File: config.mk
export PLATFORM = sky130hd
export DESIGN_NAME = strip_packetizer
export DESIGN_NICKNAME = d
export VERILOG_FILES = /design/src/rtl/strip_pkg.sv /design/src/rtl/strip_addr_gen.sv /design/src/rtl/rd_align_pipe.sv /design/src/rtl/byte_fifo.sv /design/src/rtl/strip_packetizer.sv
export SDC_FILE = /design/constraint.sdc
export NUM_CORES = 1
export LEC_CHECK = 0
export BUFFER_PORTS_ARGS = -buffer_cell sky130_fd_sc_hd__buf_2
export CAP_MARGIN = 0
export CORE_UTILIZATION = 37
export CTS_CLUSTER_SIZE = 12
export DETAILED_ROUTE_END_ITERATION = 10
export GPL_TIMING_DRIVEN = 0
export PLACE_DENSITY = 0.6
export SYNTH_ARGS = -nofsm -noshare
export SYNTH_HDL_FRONTEND = slang
export SYNTH_SLANG_ARGS = --single-unit
File: constraint.sdc
create_clock -name clk_i -period 2.6 [get_ports clk_i]
set_input_delay 0.52 -clock clk_i [delete_from_list [all_inputs] [get_ports clk_i]]
set_output_delay 0.52 -clock clk_i [all_outputs]
set_load 0.02 [all_outputs]
File: src/rtl/strip_pkg.sv
package strip_pkg;
  typedef struct packed {
    logic       is_tag;
    logic       sop;
    logic       eop;
    logic [7:0] tag;
  } beat_tag_t;
endpackage

File: src/rtl/strip_addr_gen.sv
module strip_addr_gen
  import strip_pkg::*;
#(
  parameter int unsigned FRAME_W    = 128,
  parameter int unsigned FRAME_H    = 128,
  parameter int unsigned STRIP_ROWS = 4,
  parameter int unsigned STRIDE     = 640,
  parameter int unsigned ORIGIN     = 0,
  parameter int unsigned ADDR_W     = 19
) (
  input  logic              clk_i,
  input  logic              rst_ni,
  input  logic              launch_i,
  input  logic              adv_i,
  output logic              active_o,
  output beat_tag_t         tag_o,
  output logic [ADDR_W-1:0] addr_o
);
  localparam int unsigned NUM_STRIPS = FRAME_H / STRIP_ROWS;
  localparam int unsigned COL_W   = (FRAME_W > 1) ? $clog2(FRAME_W) : 1;
  localparam int unsigned ROW_W   = (STRIP_ROWS > 1) ? $clog2(STRIP_ROWS) : 1;
  localparam int unsigned STRIP_W = (NUM_STRIPS > 1) ? $clog2(NUM_STRIPS) : 1;
  localparam int unsigned ADDR_END = ORIGIN + (FRAME_H - 1) * STRIDE + FRAME_W;

  logic               active_q, tag_phase_q;
  logic [STRIP_W-1:0] strip_q;
  logic [ROW_W-1:0]   row_q;
  logic [COL_W-1:0]   col_q;
  logic [ADDR_W-1:0]  base_q;
  logic last_col, last_row, last_strip;

  assign last_col   = col_q == COL_W'(FRAME_W - 1);
  assign last_row   = row_q == ROW_W'(STRIP_ROWS - 1);
  assign last_strip = strip_q == STRIP_W'(NUM_STRIPS - 1);

  always_ff @(posedge clk_i or negedge rst_ni) begin
    if (!rst_ni) begin
      active_q    <= 1'b0;
      tag_phase_q <= 1'b0;
      strip_q     <= '0;
      row_q       <= '0;
      col_q       <= '0;
      base_q      <= '0;
    end else if (launch_i) begin
      active_q    <= 1'b1;
      tag_phase_q <= 1'b1;
      strip_q     <= '0;
      row_q       <= '0;
      col_q       <= '0;
      base_q      <= ADDR_W'(ORIGIN);
    end else if (adv_i && active_q) begin
      if (tag_phase_q) begin
        tag_phase_q <= 1'b0;
      end else if (last_col) begin
        col_q  <= '0;
        base_q <= base_q + ADDR_W'(STRIDE);
        if (last_row) begin
          row_q       <= '0;
          tag_phase_q <= 1'b1;
          if (last_strip) active_q <= 1'b0;
          else            strip_q  <= strip_q + 1'b1;
        end else begin
          row_q <= row_q + 1'b1;
        end
      end else begin
        col_q <= col_q + 1'b1;
      end
    end
  end

  assign active_o   = active_q;
  assign addr_o     = base_q + ADDR_W'(col_q);
  assign tag_o.is_tag = tag_phase_q;
  assign tag_o.sop    = tag_phase_q;
  assign tag_o.eop    = !tag_phase_q && last_col && last_row;
  assign tag_o.tag    = 8'(strip_q);


  addr_in_region_chk: assert property (@(posedge clk_i) disable iff (!rst_ni)
    (active_q && !tag_phase_q) |-> (32'(addr_o) >= ORIGIN && 32'(addr_o) < ADDR_END));
endmodule

File: src/rtl/rd_align_pipe.sv
module rd_align_pipe #(
  parameter int unsigned LAT   = 2,
  parameter int unsigned TAG_W = 11,
  localparam int unsigned CNT_W = $clog2(LAT + 1)
) (
  input  logic             clk_i,
  input  logic             rst_ni,
  input  logic             in_valid_i,
  input  logic [TAG_W-1:0] in_tag_i,
  output logic             out_valid_o,
  output logic [TAG_W-1:0] out_tag_o,
  output logic [CNT_W-1:0] inflight_o
);
  logic [LAT-1:0]   v_q;
  logic [TAG_W-1:0] t_q [LAT];

  always_ff @(posedge clk_i or negedge rst_ni) begin
    if (!rst_ni) begin
      v_q <= '0;
      for (int i = 0; i < int'(LAT); i++) t_q[i] <= '0;
    end else begin
      v_q[0] <= in_valid_i;
      t_q[0] <= in_tag_i;
      for (int i = 1; i < int'(LAT); i++) begin
        v_q[i] <= v_q[i-1];
        t_q[i] <= t_q[i-1];
      end
    end
  end

  always_comb begin
    inflight_o = '0;
    for (int i = 0; i < int'(LAT); i++) inflight_o = inflight_o + CNT_W'(v_q[i]);
  end

  assign out_valid_o = v_q[LAT-1];
  assign out_tag_o   = t_q[LAT-1];
endmodule

File: src/rtl/byte_fifo.sv
module byte_fifo #(
  parameter int unsigned DW    = 10,
  parameter int unsigned DEPTH = 4,
  localparam int unsigned CNT_W = $clog2(DEPTH + 1)
) (
  input  logic             clk_i,
  input  logic             rst_ni,
  input  logic             push_i,
  input  logic [DW-1:0]    din_i,
  input  logic             pop_i,
  output logic [DW-1:0]    dout_o,
  output logic             empty_o,
  output logic [CNT_W-1:0] cnt_o
);
  localparam int unsigned PTR_W = (DEPTH > 1) ? $clog2(DEPTH) : 1;

  logic [DW-1:0]    mem_q [DEPTH];
  logic [PTR_W-1:0] wr_q, rd_q;
  logic [CNT_W-1:0] cnt_q;
  logic             do_pop;

  assign do_pop = pop_i && (cnt_q != '0);

  always_ff @(posedge clk_i) begin
    if (push_i) mem_q[wr_q] <= din_i;
  end

  always_ff @(posedge clk_i or negedge rst_ni) begin
    if (!rst_ni) begin
      wr_q  <= '0;
      rd_q  <= '0;
      cnt_q <= '0;
    end else begin
      if (push_i) wr_q <= (wr_q == PTR_W'(DEPTH - 1)) ? '0 : wr_q + 1'b1;
      if (do_pop) rd_q <= (rd_q == PTR_W'(DEPTH - 1)) ? '0 : rd_q + 1'b1;
      cnt_q <= cnt_q + CNT_W'(push_i) - CNT_W'(do_pop);
    end
  end

  assign dout_o  = mem_q[rd_q];
  assign empty_o = cnt_q == '0;
  assign cnt_o   = cnt_q;


  no_overflow_chk: assert property (@(posedge clk_i) disable iff (!rst_ni)
    push_i |-> (cnt_q < CNT_W'(DEPTH)));
endmodule

File: src/rtl/strip_packetizer.sv
module strip_packetizer
  import strip_pkg::*;
#(
  parameter int unsigned FRAME_W    = 128,
  parameter int unsigned FRAME_H    = 128,
  parameter int unsigned STRIP_ROWS = 4,
  parameter int unsigned STRIDE     = 640,
  parameter int unsigned ORIGIN     = 0,
  parameter int unsigned ADDR_W     = 19,
  parameter int unsigned RD_LAT     = 2
) (
  input  logic              clk_i,
  input  logic              rst_ni,
  input  logic              start_i,
  output logic              busy_o,
  output logic              frame_done_o,
  output logic              mem_req_o,
  output logic [ADDR_W-1:0] mem_addr_o,
  input  logic [7:0]        mem_data_i,
  output logic              out_valid_o,
  input  logic              out_ready_i,
  output logic [7:0]        out_data_o,
  output logic              out_sop_o,
  output logic              out_eop_o
);
  localparam int unsigned NUM_STRIPS = FRAME_H / STRIP_ROWS;
  localparam int unsigned STRIP_W    = (NUM_STRIPS > 1) ? $clog2(NUM_STRIPS) : 1;
  localparam int unsigned FIFO_DEPTH = RD_LAT + 2;
  localparam int unsigned TAG_W      = $bits(beat_tag_t);
  localparam int unsigned FCNT_W     = $clog2(FIFO_DEPTH + 1);
  localparam int unsigned ICNT_W     = $clog2(RD_LAT + 1);

  logic               busy_q, done_q, launch, issue, gen_active;
  beat_tag_t          gen_tag, pipe_tag;
  logic [TAG_W-1:0]   pipe_bits;
  logic               pipe_valid;
  logic [ICNT_W-1:0]  inflight;
  logic [FCNT_W-1:0]  fifo_cnt;
  logic [9:0]         fifo_din, fifo_dout;
  logic               fifo_empty, pop, last_accept;
  logic [STRIP_W-1:0] out_strip_q;

  assign launch = start_i && !busy_q;
  assign issue  = gen_active && (int'(fifo_cnt) + int'(inflight) < int'(FIFO_DEPTH));

  strip_addr_gen #(
    .FRAME_W(FRAME_W), .FRAME_H(FRAME_H), .STRIP_ROWS(STRIP_ROWS),
    .STRIDE(STRIDE), .ORIGIN(ORIGIN), .ADDR_W(ADDR_W)
  ) u_gen (
    .clk_i, .rst_ni, .launch_i(launch), .adv_i(issue),
    .active_o(gen_active), .tag_o(gen_tag), .addr_o(mem_addr_o)
  );

  assign mem_req_o = issue && !gen_tag.is_tag;

  rd_align_pipe #(.LAT(RD_LAT), .TAG_W(TAG_W)) u_pipe (
    .clk_i, .rst_ni, .in_valid_i(issue), .in_tag_i(gen_tag),
    .out_valid_o(pipe_valid), .out_tag_o(pipe_bits), .inflight_o(inflight)
  );

  assign pipe_tag = beat_tag_t'(pipe_bits);
  assign fifo_din = {pipe_tag.sop, pipe_tag.eop,
                     pipe_tag.is_tag ? pipe_tag.tag : mem_data_i};

  byte_fifo #(.DW(10), .DEPTH(FIFO_DEPTH)) u_fifo (
    .clk_i, .rst_ni, .push_i(pipe_valid), .din_i(fifo_din), .pop_i(pop),
    .dout_o(fifo_dout), .empty_o(fifo_empty), .cnt_o(fifo_cnt)
  );

  assign out_valid_o = !fifo_empty;
  assign out_sop_o   = fifo_dout[9];
  assign out_eop_o   = fifo_dout[8];
  assign out_data_o  = fifo_dout[7:0];
  assign pop         = out_valid_o && out_ready_i;
  assign last_accept = pop && out_eop_o && (out_strip_q == STRIP_W'(NUM_STRIPS - 1));

  always_ff @(posedge clk_i or negedge rst_ni) begin
    if (!rst_ni) begin
      busy_q      <= 1'b0;
      done_q      <= 1'b0;
      out_strip_q <= '0;
    end else begin
      done_q <= last_accept;
      if (launch) begin
        busy_q      <= 1'b1;
        out_strip_q <= '0;
      end else begin
        if (last_accept) busy_q <= 1'b0;
        if (pop && out_eop_o) out_strip_q <= out_strip_q + 1'b1;
      end
    end
  end

  assign busy_o       = busy_q;
  assign frame_done_o = done_q;


  idle_quiet_chk: assert property (@(posedge clk_i) disable iff (!rst_ni)
    !busy_o |-> (!mem_req_o && !out_valid_o));

  sop_eop_excl_chk: assert property (@(posedge clk_i) disable iff (!rst_ni)
    out_valid_o |-> !(out_sop_o && out_eop_o));

  hold_stable_chk: assert property (@(posedge clk_i) disable iff (!rst_ni)
    (out_valid_o && !out_ready_i) |=>
      (out_valid_o && $stable(out_data_o) && $stable(out_sop_o) && $stable(out_eop_o)));

  done_pulse_chk: assert property (@(posedge clk_i) disable iff (!rst_ni)
    frame_done_o |=> !frame_done_o);
endmodule

==> results of run 1 <==
critical path: cells and delay by family (launching register included):
family	cells	cell delay, ps
AND/OR/NAND/NOR	1	140
flip-flops	1	390
buffers and inverters	2	220
AO/OA/AOI/OAI	2	620
adder cells (fa/ha/maj)	1	310
logic make-up (layout without fill, tap and decap cells):
kind of cell / count (synthesis) / in the layout / share of synthesized area, %
buf+inv: 41 / 104 / 4.067
xor+xnor: 11 / 11 / 2.270
flops: 98 / 98 / 62.48
compound gates: 42 / 42 / 6.425
mux: 21 / 21 / 8.075
simple gates: 93 / 93 / 11.49
fa+ha+maj: 17 / 17 / 5.187
state kept, by name, indices dropped and copies added (netlist names):
name,count
busy_o,1
frame_done_o,1
out_strip_q,5
u_fifo.cnt_o,3
u_fifo.mem_q,40
u_fifo.rd_q,2
u_fifo.wr_q,2
u_gen.active_o,1
u_gen.base_q,12
u_gen.col_q,7
u_gen.row_q,2
u_gen.strip_q,5
u_gen.tag_phase_q,1
u_pipe.out_tag_o,7
u_pipe.t_q,7
u_pipe.v_q,2
path summary, 6_finish.rpt:
kind | start | end | slack [ps] | depth (start not counted)
worst max register to register | u_fifo.cnt_o[0]$_DFF_PN0_ | u_gen.base_q[18]$_DFFE_PN0P_ | 110 | 7
worst min register to register | u_pipe.t_q[13]$_DFF_PN0_ | u_pipe.out_tag_o[2]$_DFF_PN0_ | 350 | 0
max in group asynchronous | rst_ni | u_fifo.cnt_o[2]$_DFF_PN0_ | 1870 | 1
worst min-delay path | rst_ni | u_gen.col_q[1]$_DFFE_PN0P_ | 220 | 1
worst max-delay path | u_fifo.cnt_o[0]$_DFF_PN0_ | mem_req_o | 70 | 6
min in group clk_i | u_pipe.t_q[13]$_DFF_PN0_ | u_pipe.out_tag_o[2]$_DFF_PN0_ | 350 | 0
cell type report:
class                      instances  share of cell area, %
buffer                            30                  2.758
clock buffer                      12                  5.318
timing repair buffer              47                  4.920
multi-input combinational        184                  29.37
tap                              140                  3.479
inverter                          11                 0.8201
sequential                        98                  52.68
clock inverter                     4                 0.6461
through the flow:
step                      hold WS, ps  power, mW  setup slack (ps)  utilization, %  std cells
after global routing            301.9      6.184            -22.16           45.64        526
after detailed placement        335.5      4.385             141.7           42.07        507
after CTS                       350.5      5.739            -27.41           44.94        523
final                           217.1      5.791             69.68           45.64        526
after global placement          331.7      4.307             141.3           42.07        507
after floorplan                 224.4      3.782             282.6               -        323
metal layers:
| layer | GRT usage, % | wire (um) | vias up |
|---|---|---|---|
| met5 | 0 | 0 | - |
| met4 | 6.274 | 128 | 0 |
| met3 | 4.244 | 350 | 13 |
| met2 | 24.53 | 3817 | 62 |
| met1 | 18.64 | 3675 | 1311 |
| li1 | - | - | 1271 |
report_power, final:
part	internal, mW	switching (mW)	leakage [nW]
logic	0.898	1.18	0.881
registers	2.05	0.343	1.08
clock network	0.739	0.579	0.141
total	3.69	2.10	2.10
layout by cell type, fill, tap and decap left out, types with 3 or more instances in the layout:
cell type / count
mux2i_1: 5
nand3_1: 12
a21oi_2: 3
buf_4: 7
nand2_1: 17
clkbuf_1: 24
a21oi_1: 9
edfxtp_1: 40
nor2_1: 19
mux4_2: 10
clkbuf_16: 10
inv_1: 10
or4_1: 5
xor2_1: 8
buf_2: 45
nand4_1: 5
xnor2_1: 3
or3_1: 6
and3_1: 5
ha_1: 16
dfrtp_1: 58
o21ai_0: 10
mux2_2: 6
nor2b_1: 6
a21o_1: 4
and2_1: 6
what timing repair did:
action                                  4_1_cts  5_1_grt
pin swaps                                     0        3
buffers inserted                              0        3
resized for setup                             4       18
endpoints found under the setup margin        9       14
==> flow_summary.yaml, run 1 <==
critical_path:
  critPathLaunchType: "flip-flop"
  cp.arrival_ps: 2010
  critPathSlowestCell: "dfrtp_1"
  slowest_delay_ps: 390
  crit_path_max_fanout: 6
  worstPathRequired_ps: 2080
  end_kind: "output pin"
  critical_path_class: "reg2out"
  path_cells: "ha_1, a21o_1, a22oi_2, nand2_2, inv_2, buf_4"
synthesis:
  synth-edff-count: 40
  ys.flop_type: "dfrtp_1"
  synth_area_per_cell_um2: 13.14
  async_reset_ff_share_pct: 59.18
  synth_top_area_share_pct: 34.19
  synth_most_common_cell: "dfrtp_1"
  synth_area_leaders: "dfrtp_1, edfxtp_1, mux4_2, ha_1, clkbuf_1"
  synth_cell_types: 46
  synthesis.area_mm2: 0.004245
  synth-seq-cells: 98
  yosysSeqAreaShare_pct: 62.48
  syn_inst: 323
  yosysTopAreaCell: "dfrtp_1"
  ys_top_cells_by_count: "dfrtp_1, edfxtp_1, clkbuf_1, nor2_1, nand2_1"
  syn-num-nets: 352
  yosysWarnings: 0
global_route:
  antenna_found_initial: 0
  grtUsageTotal_pct: 15.02
  grt_pass1_wl_um: 13160
  grt_overflow: 0
  grt_max_degree: 59
  grt_pass1_vias: 2627
sta:
  hold_viol: 0
  final.min_clock_period_ps: 2530
  finClkSkew_ps: 7.555
  relSlewSlack_pct: 39.96
  finalCritPeriodShare_pct: 97.32
  setup_viol: 0
  rsz0062_at_grt: "true"
  clock.fmax_ghz: 0.3952
  slew_viol_final: 0
  tns_ps: 0
  tightest_slew_ps: 891.2
die:
  placementRows: 38
  core_area_mm2: 0.01103
  start_util_pct: 38.49
  die_h_um: 109.1
  dieWidth_um: 109.1
  ioPinCount: 45
  die_area_mm2: 0.01191
cts:
  clock_latency_ps: 350
  clock-sinks: 98
  path_clk_slew_ps: 70
  cts_tree: "built"
  cts_root_buf: "clkbuf_16"
  htreeDepth: 3
  cts_made_buffers: 9
  cts_buffer_depth: 2
  cts_hold_buf: 0
finish:
  nets: 410
  nFillCells: 1027
  final-seq-area_mm2: 0.002653
  multi_input_area_mm2: 0.001479
  final_layout_size_suffix_gt1_share_pct: 26.42
  antenna_cells: 0
  design_area_mm2: 0.005035
  area_growth_pct: 18.60
drt:
  wl_per_cell_um: 15.16
  dr.pass1.iters: 4
  num_vias: 2657
  ant_nets: 0
  vias_per_cell: 5.051
  drc: 0
  first_iter_violations: 100
  routed_wirelength_um: 7972
place:
  dp_hpwl_um: 5181
  place_congestion: 0.8276
  port_buffers: 44
  dpl_cell_area_mm2: 0.004641
power_and_ir_drop:
  powerDensity_mw_per_mm2: 1150
  p_leak_nw: 2.101
  vdd_drop_max_uv: 608.8
run:
  maxCapViolCount: 0
status:
  status: "completed"
worst_hold_path:
  hold_class: "in2async"
No activity file was read; power rests on OpenSTA's default activity.
==> run 2, diff against run 1 <==
--- a/config.mk
+++ b/config.mk
@@ -5,13 +5,13 @@
 export SDC_FILE = /design/constraint.sdc
 export NUM_CORES = 1
 export LEC_CHECK = 0
-export BUFFER_PORTS_ARGS = -buffer_cell sky130_fd_sc_hd__buf_2
 export CAP_MARGIN = 0
 export CORE_UTILIZATION = 37
 export CTS_CLUSTER_SIZE = 12
 export DETAILED_ROUTE_END_ITERATION = 10
+export DONT_BUFFER_PORTS = 1
 export GPL_TIMING_DRIVEN = 0
-export PLACE_DENSITY = 0.6
+export PLACE_DENSITY = 0.57
 export SYNTH_ARGS = -nofsm -noshare
 export SYNTH_HDL_FRONTEND = slang
 export SYNTH_SLANG_ARGS = --single-unit
==> run 2 against run 1 <==
Against the previous run: die area is the same; largest power group unchanged; flip-flop and latch count unchanged; critical endpoint is now u_gen.base_q[17]$_DFFE_PN0P_; count of clock-buffer cells in the layout did not move; highest routed layer unchanged; critical path depth increased by 1.
==> flow_summary.yaml, run 2 (synthesis gave the netlist of run 1 again) <==
status:
  status: "completed"
finish:
  layout_commonest_cell: "dfrtp_1"
  largest_registers: "u_fifo.mem_q x40, u_gen.base_q x12"
  final-seq-area_mm2: 0.002653
  final_layout_size_suffix_gt1_share_pct: 15.12
  most-common-layout-cells: "dfrtp_1, edfxtp_1, clkbuf_1"
  multi_input_area_mm2: 0.001450
  antenna_cells: 0
  nets: 368
  nFillCells: 1020
  largest_reg_flops: 40
  regMostFlops: "u_fifo.mem_q"
  final_util_pct: 43.53
  area_growth_pct: 13.12
sta:
  finClkSkew_ps: 3.969
  rsz0062_at_grt: "false"
  clock.fmax_ghz: 0.4088
  tightest_slew_ps: 659.6
  hold_viol: 0
  final.min_clock_period_ps: 2446
  slew_viol_final: 0
  relSlewSlack_pct: 55.62
  finalCritPeriodShare_pct: 94.08
  setup_viol: 0
  tns_ps: 0
critical_path:
  critPathSlowestCell: "or4_1"
  end_kind: "flip-flop"
  worstPathRequired_ps: 2860
  slowest_delay_ps: 510
  cp.arrival_ps: 2710
  crit_path_max_fanout: 10
  critical_path_class: "reg2reg"
  path_cells: "ha_4, a21o_1, a22o_4, or3_1, clkbuf_4, or4_1, a21oi_1"
  critPathLaunchType: "flip-flop"
drt:
  vias_per_cell: 5.205
  routed.top_layer: "met4"
  dr_wl_met3_um: 533
  wl_met1_um: 3443
  drc: 0
  first_iter_violations: 86
  ant_nets: 0
  routed_wirelength_um: 7586
  wl_per_cell_um: 15.67
  num_vias: 2519
  dr.pass1.iters: 4
  wl_met2_um: 3522
die:
  die_h_um: 109.1
  core_area_mm2: 0.01103
  ioPinCount: 45
  dieWidth_um: 109.1
  die_area_mm2: 0.01191
  start_util_pct: 38.49
  placementRows: 38
global_route:
  grt_max_degree: 59
  antenna_found_initial: 0
  grt_overflow: 0
  grt_pass1_wl_um: 12230
  grt_pass1_vias: 2446
  grtUsageTotal_pct: 13.82
worst_hold_path:
  hold_class: "in2async"
power_and_ir_drop:
  power.switching_mw: 1.990
  p_int_mw: 3.552
  p_leak_nw: 1.923
  powerDensity_mw_per_mm2: 1154
  p_clk_share_pct: 23.5
  vdd_drop_max_uv: 577.7
  pwr-share-seq_pct: 43.3
  sw_frac_of_total_pct: 35.91
  combPwrFrac_pct: 33.2
cts:
  path_clk_slew_ps: 60
  cts_tree: "built"
  cts_made_buffers: 9
  clock_latency_ps: 340
  htreeDepth: 3
  cts_root_buf: "clkbuf_16"
  clock-sinks: 98
  cts_buffer_depth: 2
run:
  maxCapViolCount: 0
place:
  place_congestion: 0.8230
  dp_hpwl_um: 5019
  port_buffers: 0
[run 2: power groups by stage]
stage | registers (mW) | clock network, mW | logic [mW]
3_3_place_gp | 2.41 | 0 | 1.69
5_1_grt | 2.46 | 1.40 | 2.05
2_1_floorplan | 2.32 | 0 | 1.46
3_5_place_dp | 2.43 | 0 | 1.73
6_report | 2.40 | 1.30 | 1.84
4_1_cts | 2.40 | 1.34 | 1.77
[run 2: what timing repair did]
| action | CTS | global route |
|---|---|---|
| gates resized for setup | 3 | 4 |
| endpoints found under the setup margin | 9 | 4 |
| endpoints found under the hold margin | 58 | 0 |
| pin swaps | 0 | 2 |
| hold buffers | 1 | 0 |
| buffers inserted | 0 | 4 |
| cloned | 0 | 0 |
[run 2: per-layer routing]
metal / track usage, % / vias up
li1: - / 1187
met1: 17.09 / 1242
met2: 22.51 / 82
met3: 4.961 / 8
met4: 4.344 / 0
met5: 0 / -
[run 2: worst max-delay path, delay by kind of cell, from the launching register on]
| kind | cells | cell delay [ps] |
|---|---|---|
| flops | 1 | 410 |
| fa+ha+maj | 1 | 250 |
| simple gates | 2 | 870 |
| buf+inv | 1 | 190 |
| compound gates | 3 | 660 |
[run 2: final cells by class]
type	count	area share, %
Buffer	30	2.814
Timing Repair Buffer	5	1.199
Sequential cell	98	55.24
Multi-Input combinational cell	184	30.20
Tap cell	140	3.648
Clock inverter	4	1.120
Inverter	11	0.8598
Clock buffer	12	4.924
[run 2: final timing paths]
path                       slack, ps                 startpoint                            end  cells after the start
max in group asynchronous       2310                     rst_ni    u_gen.base_q[8]$_DFFE_PN0P_                      1
setup / recovery                 150  u_fifo.cnt_o[0]$_DFF_PN0_   u_gen.base_q[17]$_DFFE_PN0P_                      7
min in group clk_i               350   u_pipe.t_q[15]$_DFF_PN0_  u_pipe.out_tag_o[4]$_DFF_PN0_                      0
hold / removal                    40                     rst_ni         frame_done_o$_DFF_PN0_                      1
setup reg to reg                 150  u_fifo.cnt_o[0]$_DFF_PN0_   u_gen.base_q[17]$_DFFE_PN0P_                      7
hold reg to reg                  350   u_pipe.t_q[15]$_DFF_PN0_  u_pipe.out_tag_o[4]$_DFF_PN0_                      0
[run 2: stage by stage]
step / hold slack [ps] / instance area (um2) / total power [mW] / std cells / worst slack (ps)
after CTS: 45.71 / 4748 / 5.515 / 480 / 31.45
after detailed placement: 225.7 / 4420 / 4.157 / 463 / 137.0
final: 43.31 / 4802 / 5.542 / 484 / 153.8
after global routing: 49.93 / 4802 / 5.903 / 484 / 67.77
after global placement: 226.2 / 4420 / 4.100 / 463 / 134.7
after floorplan: 224.4 / 4245 / 3.782 / 323 / 282.6
==> run 3, diff against run 2 <==
--- a/config.mk
+++ b/config.mk
@@ -5,12 +5,13 @@
 export SDC_FILE = /design/constraint.sdc
 export NUM_CORES = 1
 export LEC_CHECK = 0
-export CAP_MARGIN = 0
+export CAP_MARGIN = 20
 export CORE_UTILIZATION = 37
 export CTS_CLUSTER_SIZE = 12
 export DETAILED_ROUTE_END_ITERATION = 10
 export DONT_BUFFER_PORTS = 1
 export GPL_TIMING_DRIVEN = 0
+export MAX_ROUTING_LAYER = met4
 export PLACE_DENSITY = 0.57
 export SYNTH_ARGS = -nofsm -noshare
 export SYNTH_HDL_FRONTEND = slang
==> run 3 against run 2 <==
Against the previous run: via count down 0.44%; worst hold slack gained 1.8 ps; worst setup slack about the same; wire length down 0.29%; total power hardly changed; critical path depth unchanged; die area is the same; register-to-register slack barely moved; sequential power is essentially flat; final cell count stayed put; utilization unchanged; largest cell class unchanged; largest power group unchanged.
==> flow_summary.yaml, run 3 (synthesis gave the netlist of run 1 again) <==
status:
  status: "completed"
finish:
  nets: 368
  largest_reg_flops: 40
  most-common-layout-cells: "dfrtp_1, edfxtp_1, clkbuf_1"
  multi_input_area_mm2: 0.001450
  final_layout_size_suffix_gt1_share_pct: 15.12
  nFillCells: 1020
  largest_registers: "u_fifo.mem_q x40, u_gen.base_q x12"
  final-seq-area_mm2: 0.002653
  antenna_cells: 0
  layout_commonest_cell: "dfrtp_1"
  regMostFlops: "u_fifo.mem_q"
  area_growth_pct: 13.12
die:
  die_h_um: 109.1
  start_util_pct: 38.49
  dieWidth_um: 109.1
  ioPinCount: 45
  placementRows: 38
  die_area_mm2: 0.01191
  core_area_mm2: 0.01103
cts:
  clock_latency_ps: 340
  path_clk_slew_ps: 60
  cts_made_buffers: 9
  htreeDepth: 3
  cts_tree: "built"
  clock-sinks: 98
  cts_root_buf: "clkbuf_16"
  cts_buffer_depth: 2
power_and_ir_drop:
  p_int_mw: 3.552
  p_leak_nw: 1.923
  powerDensity_mw_per_mm2: 1154
  p_total_mw: 5.540
  sw_frac_of_total_pct: 35.88
  p_clk_share_pct: 23.4
  pwr-share-seq_pct: 43.4
  combPwrFrac_pct: 33.2
  vdd_drop_max_uv: 576.5
  power.switching_mw: 1.988
critical_path:
  reg2reg_slack_ps: 150
  path_buf_inv: 1
  crit_path_max_fanout: 10
  worstPathRequired_ps: 2860
  slowest_delay_ps: 510
  cp.arrival_ps: 2710
  path_cells: "ha_4, a21o_1, a22o_4, or3_1, clkbuf_4, or4_1, a21oi_1"
  end_kind: "flip-flop"
  critPathLaunchType: "flip-flop"
  cp_top_family: "simple AND/OR/NAND/NOR gates"
  critical_path_class: "reg2reg"
  critPathSlowestCell: "or4_1"
place:
  port_buffers: 0
  place_congestion: 0.8354
  dp_hpwl_um: 5019
drt:
  ant_nets: 0
  drc: 0
  dr.pass1.iters: 4
  first_iter_violations: 86
  routed_wirelength_um: 7564
  wl_per_cell_um: 15.63
  vias_per_cell: 5.182
  num_vias: 2508
sta:
  rsz0062_at_grt: "false"
  hold_ws_ps: 45.13
  slew_viol_final: 0
  finalCritPeriodShare_pct: 94.10
  setup_viol: 0
  relSlewSlack_pct: 55.76
  hold_viol: 0
  finClkSkew_ps: 3.560
  clock.fmax_ghz: 0.4087
  final.min_clock_period_ps: 2447
  tns_ps: 0
  tightest_slew_ps: 657.5
global_route:
  grt_pass1_wl_um: 12220
  grt_pass1_vias: 2447
  antenna_found_initial: 0
  grt_max_degree: 59
  grtUsageTotal_pct: 14.24
  grt_overflow: 0
run:
  maxCapViolCount: 0
worst_hold_path:
  hold_class: "in2async"
==> run 3: per-stage QoR <==
| step | setup slack, ps | cell area [um2] | util [%] | cells |
|---|---|---|---|---|
| 2_1_floorplan | 282.6 | 4245 | - | 323 |
| 3_3_place_gp | 134.7 | 4420 | 40.07 | 463 |
| 3_5_place_dp | 137.0 | 4420 | 40.07 | 463 |
| 4_1_cts | 31.45 | 4748 | 43.05 | 480 |
| 5_1_grt | 67.77 | 4802 | 43.53 | 484 |
| 6_report | 153.5 | 4802 | 43.53 | 484 |
==> run 3: path summary, 6_finish.rpt <==
path	start	endpoint	cells past startpoint
setup / recovery	u_fifo.cnt_o[0]$_DFF_PN0_	u_gen.base_q[17]$_DFFE_PN0P_	7
hold / removal	rst_ni	out_strip_q[3]$_DFFE_PN0P_	1
setup reg to reg	u_fifo.cnt_o[0]$_DFF_PN0_	u_gen.base_q[17]$_DFFE_PN0P_	7
hold reg to reg	u_pipe.t_q[15]$_DFF_PN0_	u_pipe.out_tag_o[4]$_DFF_PN0_	0
max in group asynchronous	rst_ni	u_gen.strip_q[2]$_DFFE_PN0P_	1
min in group clk_i	u_pipe.t_q[15]$_DFF_PN0_	u_pipe.out_tag_o[4]$_DFF_PN0_	0
==> run 3: worst reg2reg max path: cells and delay by family, from the launching register on <==
| kind | cells | cell delay, ps |
|---|---|---|
| simple gates | 2 | 870 |
| flops | 1 | 410 |
| buf+inv | 1 | 190 |
| fa+ha+maj | 1 | 250 |
| compound gates | 3 | 660 |
==> run 3: repair_timing <==
action,4_1_cts,5_1_grt
hold buffers,1,0
setup endpoints to repair,9,4
pin swaps,0,2
resized for setup,3,4
endpoints found under the hold margin,58,0
buffers inserted,0,4
==> run 3: final cells by class <==
cell class / instances / area share (%)
flip-flops and latches: 98 / 55.24
multi-input cells: 184 / 30.20
clock buffers: 12 / 4.924
well taps: 140 / 3.648
plain buffers: 30 / 2.814
repair buffers: 5 / 1.199
clock inverters: 4 / 1.120
inverters: 11 / 0.8598
==> run 3: metal layers <==
layer  global-route usage (%)  up-vias  part of all wire, %
li1                         -     1183                    -
met1                    17.13     1229                   45
met2                    22.51       88                   46
met3                    4.901        8                  7.1
met4                    4.344        0                  1.2
met5                        -        -                    0
==> run 3: power groups by stage <==
| stage | Sequential [mW] | Clock [mW] | Combinational (mW) |
|---|---|---|---|
| 6_report | 2.40 | 1.30 | 1.84 |
| 5_1_grt | 2.46 | 1.40 | 2.05 |
| 4_1_cts | 2.40 | 1.34 | 1.77 |
| 3_5_place_dp | 2.43 | 0 | 1.73 |
| 3_3_place_gp | 2.41 | 0 | 1.69 |
| 2_1_floorplan | 2.32 | 0 | 1.46 |
